**src/rtl/i2c_reg_pkg.sv**
```systemverilog
package i2c_reg_pkg;

  // strobes from the bus controller to the datapath, one bit per action
  typedef struct packed {
    logic shiftIn;   // sample SDA into the receive shifter
    logic loadPtr;   // received byte becomes the register pointer
    logic writeReg;  // received byte goes into the pointed register
    logic loadTx;    // pointed register goes into the transmit shifter
    logic shiftTx;   // move to the next transmit bit
    logic incPtr;    // advance the pointer (saturating)
  } dpStrobe_t;

  typedef enum logic [2:0] {
    S_IDLE, S_RX, S_RX_ACK, S_TX, S_TX_ACK, S_SKIP
  } busState_t;

  typedef enum logic [1:0] {
    PH_ADDR, PH_PTR, PH_DATA
  } phase_t;

endpackage

```
**src/rtl/i2c_slave_dpath.sv**
```systemverilog
module i2c_slave_dpath
  import i2c_reg_pkg::*;
#(
  parameter int NUM_REGS = 23
) (
  input  logic       clk,
  input  logic       rstN,
  input  dpStrobe_t  strobe,
  input  logic       sdaBit,
  output logic [7:0] rxByte,
  output logic       txBit
);

  localparam int BYTE_W = 8;
  localparam int PTR_W  = $clog2(NUM_REGS);
  localparam int LAST   = NUM_REGS - 1;

  logic [BYTE_W-1:0] rxSr;
  logic [BYTE_W-1:0] txSr;
  logic [PTR_W-1:0]  ptr;
  logic [BYTE_W-1:0] regs [NUM_REGS];
  logic [BYTE_W-1:0] rdData;

  always_ff @(posedge clk or negedge rstN) begin
    if (!rstN) rxSr <= '0;
    else if (strobe.shiftIn) rxSr <= {rxSr[BYTE_W-2:0], sdaBit};
  end

  always_ff @(posedge clk or negedge rstN) begin
    if (!rstN) begin
      ptr <= '0;
    end else if (strobe.loadPtr) begin
      ptr <= (int'(rxSr) > LAST) ? PTR_W'(LAST) : rxSr[PTR_W-1:0];
    end else if (strobe.incPtr && (ptr != PTR_W'(LAST))) begin
      ptr <= ptr + 1'b1;
    end
  end

  for (genvar i = 0; i < NUM_REGS; i++) begin : g_reg
    always_ff @(posedge clk or negedge rstN) begin
      if (!rstN) regs[i] <= '0;
      else if (strobe.writeReg && (ptr == PTR_W'(i))) regs[i] <= rxSr;
    end
  end

  always_comb begin
    rdData = '0;
    for (int i = 0; i < NUM_REGS; i++) begin
      if (ptr == PTR_W'(i)) rdData = regs[i];
    end
  end

  always_ff @(posedge clk or negedge rstN) begin
    if (!rstN) txSr <= '1;
    else if (strobe.loadTx) txSr <= rdData;
    else if (strobe.shiftTx) txSr <= {txSr[BYTE_W-2:0], 1'b1};
  end

  assign rxByte = rxSr;
  assign txBit  = txSr[BYTE_W-1];

  // pointer never leaves the register range
  p_ptr_bound_r5: assert property (@(posedge clk) disable iff (!rstN)
    int'(ptr) <= LAST);

  // below the top an advance moves exactly one step
  p_inc_step_r5: assert property (@(posedge clk) disable iff (!rstN)
    (strobe.incPtr && !strobe.loadPtr && ptr != PTR_W'(LAST)) |=> ptr == PTR_W'($past(ptr) + 1'b1));

  // at the top an advance holds the pointer
  p_sat_hold_r5: assert property (@(posedge clk) disable iff (!rstN)
    (strobe.incPtr && !strobe.loadPtr && ptr == PTR_W'(LAST)) |=> ptr == PTR_W'(LAST));

endmodule

```
**src/rtl/i2c_slave_ctrl.sv**
```systemverilog
module i2c_slave_ctrl
  import i2c_reg_pkg::*;
#(
  parameter logic [6:0] DEV_ADDR    = 7'h63,
  parameter int         SYNC_STAGES = 2
) (
  input  logic       clk,
  input  logic       rstN,
  input  logic       sclIn,
  input  logic       sdaIn,
  input  logic [7:0] rxByte,
  input  logic       txBit,
  output dpStrobe_t  strobe,
  output logic       sdaBit,
  output logic       sdaOe
);

  localparam int BITS  = 8;
  localparam int CNT_W = $clog2(BITS + 1);

  logic [SYNC_STAGES-1:0] sclSync, sdaSync;
  logic sclS, sdaS, sclD, sdaD;
  logic sclRise, sclFall, startSeen, stopSeen;

  busState_t         state, stateN;
  phase_t            phase, phaseN;
  logic [CNT_W-1:0]  bitCnt, bitCntN;
  logic              readMode, readN;
  logic              masterNack, nackN;

  always_ff @(posedge clk or negedge rstN) begin
    if (!rstN) begin
      sclSync <= '1;
      sdaSync <= '1;
      sclD    <= 1'b1;
      sdaD    <= 1'b1;
    end else begin
      sclSync <= {sclSync[SYNC_STAGES-2:0], sclIn};
      sdaSync <= {sdaSync[SYNC_STAGES-2:0], sdaIn};
      sclD    <= sclS;
      sdaD    <= sdaS;
    end
  end

  assign sclS      = sclSync[SYNC_STAGES-1];
  assign sdaS      = sdaSync[SYNC_STAGES-1];
  assign sclRise   = sclS && !sclD;
  assign sclFall   = !sclS && sclD;
  assign startSeen = sclS && sclD && sdaD && !sdaS;
  assign stopSeen  = sclS && sclD && !sdaD && sdaS;
  assign sdaBit    = sdaS;

  always_comb begin
    stateN  = state;
    phaseN  = phase;
    bitCntN = bitCnt;
    readN   = readMode;
    nackN   = masterNack;
    strobe  = '0;
    if (startSeen) begin
      stateN  = S_RX;
      phaseN  = PH_ADDR;
      bitCntN = '0;
    end else if (stopSeen) begin
      stateN  = S_IDLE;
      bitCntN = '0;
    end else begin
      unique case (state)
        S_RX: begin
          if (sclRise && bitCnt != CNT_W'(BITS)) begin
            strobe.shiftIn = 1'b1;
            bitCntN = bitCnt + 1'b1;
          end else if (sclFall && bitCnt == CNT_W'(BITS)) begin
            bitCntN = '0;
            unique case (phase)
              PH_ADDR: begin
                if (rxByte[7:1] == DEV_ADDR) begin
                  stateN = S_RX_ACK;
                  readN  = rxByte[0];
                end else begin
                  stateN = S_SKIP;
                end
              end
              PH_PTR: begin
                strobe.loadPtr = 1'b1;
                stateN = S_RX_ACK;
              end
              default: begin
                strobe.writeReg = 1'b1;
                strobe.incPtr   = 1'b1;
                stateN = S_RX_ACK;
              end
            endcase
          end
        end
        S_RX_ACK: begin
          if (sclFall) begin
            if (phase == PH_ADDR && readMode) begin
              strobe.loadTx = 1'b1;
              stateN = S_TX;
            end else begin
              stateN = S_RX;
              phaseN = (phase == PH_ADDR) ? PH_PTR : PH_DATA;
            end
          end
        end
        S_TX: begin
          if (sclRise) begin
            bitCntN = bitCnt + 1'b1;
          end else if (sclFall) begin
            if (bitCnt == CNT_W'(BITS)) begin
              stateN  = S_TX_ACK;
              bitCntN = '0;
            end else begin
              strobe.shiftTx = 1'b1;
            end
          end
        end
        S_TX_ACK: begin
          if (sclRise) begin
            nackN = sdaS;
            strobe.incPtr = 1'b1;
          end else if (sclFall) begin
            if (masterNack) begin
              stateN = S_SKIP;
            end else begin
              strobe.loadTx = 1'b1;
              stateN = S_TX;
            end
          end
        end
        default: ;
      endcase
    end
  end

  always_ff @(posedge clk or negedge rstN) begin
    if (!rstN) begin
      state      <= S_IDLE;
      phase      <= PH_ADDR;
      bitCnt     <= '0;
      readMode   <= 1'b0;
      masterNack <= 1'b0;
    end else begin
      state      <= stateN;
      phase      <= phaseN;
      bitCnt     <= bitCntN;
      readMode   <= readN;
      masterNack <= nackN;
    end
  end

  assign sdaOe = (state == S_RX_ACK) || (state == S_TX && !txBit);

  // the pull-down enable holds while SCL stays high
  p_oe_stable_high_r9: assert property (@(posedge clk) disable iff (!rstN)
    (sclS && sclD) |=> $stable(sdaOe));

  // an address acknowledge needs a matching received byte
  p_ack_needs_match_r2: assert property (@(posedge clk) disable iff (!rstN)
    (state == S_RX && stateN == S_RX_ACK && phase == PH_ADDR) |-> rxByte[7:1] == DEV_ADDR);

  // a STOP leaves SDA released
  p_stop_release_r3: assert property (@(posedge clk) disable iff (!rstN)
    stopSeen |=> !sdaOe);

  // a master NACK on a read byte releases SDA at the next SCL fall
  p_nack_release_r8: assert property (@(posedge clk) disable iff (!rstN)
    (state == S_TX_ACK && masterNack && sclFall && !startSeen && !stopSeen) |=> !sdaOe);

endmodule

```
**src/rtl/i2c_regfile_slave.sv**
```systemverilog
module i2c_regfile_slave
  import i2c_reg_pkg::*;
#(
  parameter logic [6:0] DEV_ADDR    = 7'h63,
  parameter int         NUM_REGS    = 23,
  parameter int         SYNC_STAGES = 2
) (
  input  logic clk,
  input  logic rstN,
  input  logic sclIn,
  input  logic sdaIn,
  output logic sdaOe
);

  dpStrobe_t  strobe;
  logic       sdaBit;
  logic [7:0] rxByte;
  logic       txBit;

  i2c_slave_ctrl #(
    .DEV_ADDR    (DEV_ADDR),
    .SYNC_STAGES (SYNC_STAGES)
  ) u_ctrl (
    .clk    (clk),
    .rstN   (rstN),
    .sclIn  (sclIn),
    .sdaIn  (sdaIn),
    .rxByte (rxByte),
    .txBit  (txBit),
    .strobe (strobe),
    .sdaBit (sdaBit),
    .sdaOe  (sdaOe)
  );

  i2c_slave_dpath #(
    .NUM_REGS (NUM_REGS)
  ) u_dpath (
    .clk    (clk),
    .rstN   (rstN),
    .strobe (strobe),
    .sdaBit (sdaBit),
    .rxByte (rxByte),
    .txBit  (txBit)
  );

endmodule

```
**config.mk**
```make
export PLATFORM = sky130hd
export DESIGN_NAME = i2c_regfile_slave
export DESIGN_NICKNAME = d
export VERILOG_FILES = /design/src/rtl/i2c_reg_pkg.sv /design/src/rtl/i2c_slave_dpath.sv /design/src/rtl/i2c_slave_ctrl.sv /design/src/rtl/i2c_regfile_slave.sv
export SDC_FILE = /design/constraint.sdc
export NUM_CORES = 1
export LEC_CHECK = 0
export BUFFER_PORTS_ARGS = -buffer_cell sky130_fd_sc_hd__buf_2
export CAP_MARGIN = 0
export CORE_MARGIN = 2
export CORE_UTILIZATION = 55
export DETAILED_ROUTE_END_ITERATION = 6
export PLACE_DENSITY = 0.68
export SYNTH_ARGS = -nofsm -noshare
export SYNTH_HDL_FRONTEND = slang
export SYNTH_HIERARCHICAL = 1
export SYNTH_SLANG_ARGS = --single-unit
```
**constraint.sdc**
```tcl
create_clock -name clk -period 7.41 [get_ports clk]
set_clock_uncertainty 0.2 [all_clocks]
set_input_delay 1.1115 -clock clk [delete_from_list [all_inputs] [get_ports clk]]
set_output_delay 1.1115 -clock clk [all_outputs]
set_load 0.005 [all_outputs]
```
==> out/qor.yml <==
grt_max_degree: 84
dpl.cell_count: 1293
finalSetupTns_ns: 0
yosysSeqAreaShare: 0.4838
design_area_mm2: 0.01255
drt-initial-drc-count: 915
drive_gt1_frac: 0.2491
maxCapViolCount: 0
nets: 1064
crit_type: "flip-flop to flip-flop"
io_buffers: 4
antenna_found_initial: 0
yosys_warnings: 6
synth-edff-count: 0
min_from: "u_ctrl/sclSync[0]"
syn-instance-count: 1080
total_power_w: 0.002880
clkLatencyLatePin_ns: 0.52
cp-end-kind: "flip-flop"
finalCritPeriodShare: 0.4647
ctsRootBufferMaster: "clkbuf_16"
cts_tree: "yes"
ant_nets: 0
place_hpwl_um: 19870
std_cell_rows: 52
yosys-top-cells-area: "dfrtp_1, mux2_2, dfstp_2"
n_antenna_cell: 0
place_congestion: 0.9219
synth_cell_types: 86
synth_top_area_frac: 0.4518
grt_setup_unrepaired: "false"
max_slew_margin: 0.2269
syn_area_mm2: 0.01152
r2r_start: "u_ctrl/bitCnt[0]"
cts-hold-fix-buffers: 0
reg2reg_slack_ns: 3.97
slew_violations: 0
wl_um: 31320
final_hold_viol_count: 0
grt_pass1_vias: 8687
reg2reg_to: "u_dpath/regs[176]"
synthToLayoutAreaGrowth_pct: 8.928
clkSinkCount: 222
dr.pass1.iters: 6
hold_end: "u_ctrl/sclSync[1]"
grt_usage: 0.2909
vias: 8781
clock.fmax_ghz: 0.2904
cp.arrival_ns: 3.63
clk_pin_slew_worst_paths_ns: 0.06
syn-num-nets: 1094
viasPerCell: 6.563
setup_viol: 0
finalCriticalPeriod_ns: 3.443
wl_per_cell_um: 23.41
design.die.area_mm2: 0.02212
post-cts-setup-buffer-count: 0
ir_drop_uv: 161.5
syn_avg_cell_area_um2: 10.67
hold_class: "flip-flop to flip-flop"
instances_no_fill: 1338
outcome: "finished clean"
die_y_um: 148.7
cts_resized: 0
drc_errors: 0
cts_made_buffers: 25
grt_pass1_wl_um: 50160
yosysTopAreaCell: "dfrtp_1"
r2r_cells: 10
critPathMaxFanout: 23
p_leak_nw: 5.774
ys_ff_latch: 222
postPlaceCellArea_mm2: 0.01166
async_flop_share: 1.000
powerDensity_mw_per_mm2: 229.5
htreeDepth: 1
start_util: 0.5657
die_w_um: 148.7
io_pins: 5
worst_pin_slew_ns: 1.151
crit_required_ns: 7.60
core-area_mm2: 0.02036
cts_buffer_depth: 3
synthFlopType: "dfrtp_1"
startpoint_type: "flip-flop"
holdPathStages: 0
post-route-util: 0.6162
grt-ovfl-total: 0
[per-layer routing]
layer  global-route usage  up-vias  routed length [um]
met1               0.4294     4406               14040
met2               0.4544      374               14140
li1                     -     3921                   -
met4              0.08429        0                 963
met5                    0        -                   0
met3              0.03773       80                2176
[placed cells by master, fill, tap and decap left out, types with 6 or more instances in the layout]
| cell | n |
|---|---|
| a21oi_1 | 65 |
| a221oi_1 | 14 |
| dfrtp_1 | 208 |
| o21ai_0 | 67 |
| a211oi_1 | 9 |
| nor3_1 | 19 |
| dfstp_2 | 14 |
| nand4bb_1 | 8 |
| o22ai_1 | 25 |
| and4b_1 | 6 |
| buf_4 | 20 |
| nand3b_1 | 8 |
| clkbuf_1 | 6 |
| nand2b_1 | 20 |
| nand2_1 | 95 |
| a22oi_1 | 7 |
| clkbuf_16 | 25 |
| ha_1 | 10 |
| a21o_1 | 6 |
| and3_1 | 9 |
| and4bb_2 | 7 |
| o32ai_1 | 8 |
| mux2_2 | 163 |
| nand4b_1 | 6 |
| a31oi_1 | 11 |
| nor2b_1 | 10 |
| inv_1 | 28 |
| nor2_1 | 50 |
| nand3_1 | 18 |
[cells by family (layout without fill, tap and decap cells)]
group | Yosys count | after routing | share of synthesized area
AND/OR/NAND/NOR | 296 | 296 | 0.1435
buffers and inverters | 111 | 99 | 0.04290
multiplexers | 168 | 168 | 0.1638
XOR/XNOR | 3 | 3 | 0.002281
AO/OA/AOI/OAI | 270 | 270 | 0.1529
flip-flops | 222 | 222 | 0.4838
adder cells (fa/ha/maj) | 10 | 10 | 0.01086
[synth_stat cells, types with 10 or more instances]
cell type,n
a21oi_1,65
a221oi_1,14
a31oi_1,11
buf_2,19
clkbuf_1,49
dfrtp_1,208
dfstp_2,14
ha_1,10
inv_1,28
mux2_2,163
nand2_1,95
nand2b_1,20
nand3_1,18
nor2_1,51
nor2b_1,10
nor3_1,20
o21ai_0,67
o22ai_1,25
[metrics by stage]
step | hold slack, ns | setup WS [ns]
after floorplan | 0.1452 | 4.478
after global placement | 0.1467 | 4.080
after detailed placement | 0.1525 | 4.021
after CTS | 0.1598 | 3.993
after global routing | 0.1663 | 3.699
final | 0.1563 | 3.967
[state kept, by name (all words and copies together), names as in the netlist]
signal             cells
u_dpath/regs         184
u_dpath/rxByte         8
u_dpath/txSr           8
u_dpath/ptr            5
u_ctrl/bitCnt          4
u_ctrl/state           3
u_ctrl/phase           2
u_ctrl/sclSync         2
u_ctrl/sdaSync         2
u_ctrl/masterNack      1
u_ctrl/readMode        1
u_ctrl/sclD            1
u_ctrl/sdaD            1
[power by group]
part / leakage [nW] / internal, W / switching, W / total [W]
Clock: 0.431 / 0.000834 / 0.000492 / 0.00133
Sequential: 3.04 / 0.00124 / 0.0000307 / 0.00127
Combinational: 2.30 / 0.0000542 / 0.000232 / 0.000287
[worst max path at each step]
stage	from	end
6_report	u_ctrl/bitCnt[0]	u_dpath/regs[176]
3_5_place_dp	u_ctrl/bitCnt[0]	u_dpath/regs[183]
2_1_floorplan	u_ctrl/bitCnt[0]	u_dpath/ptr[3]
4_1_cts	u_ctrl/bitCnt[0]	u_dpath/regs[176]
3_3_place_gp	u_ctrl/bitCnt[0]	u_dpath/regs[183]
5_1_grt	u_ctrl/bitCnt[0]	u_dpath/regs[176]
[final cells by class]
cell class                      count  area (um2)
Tap cell                          270       337.8
Inverter                           30       112.6
Clock inverter                     10       181.4
Timing Repair Buffer               24       180.2
Fill cell                        1680        7816
Sequential cell                   222        5573
Multi-Input combinational cell    747        5460
Clock buffer                       35       703.2
[worst max-delay path, cell delays in order, from the launching register on]
cell and delay (ns):
dfrtp_1 0.41, inv_1 0.07, ha_1 0.14, nand3b_1 0.19, nor3_2 0.27, nand3_1 0.20, nor2_2 0.12, buf_4 0.31
nand2_1 0.08, nor3_1 0.88, mux2_2 0.43
Power figures use the tool's default switching activity.
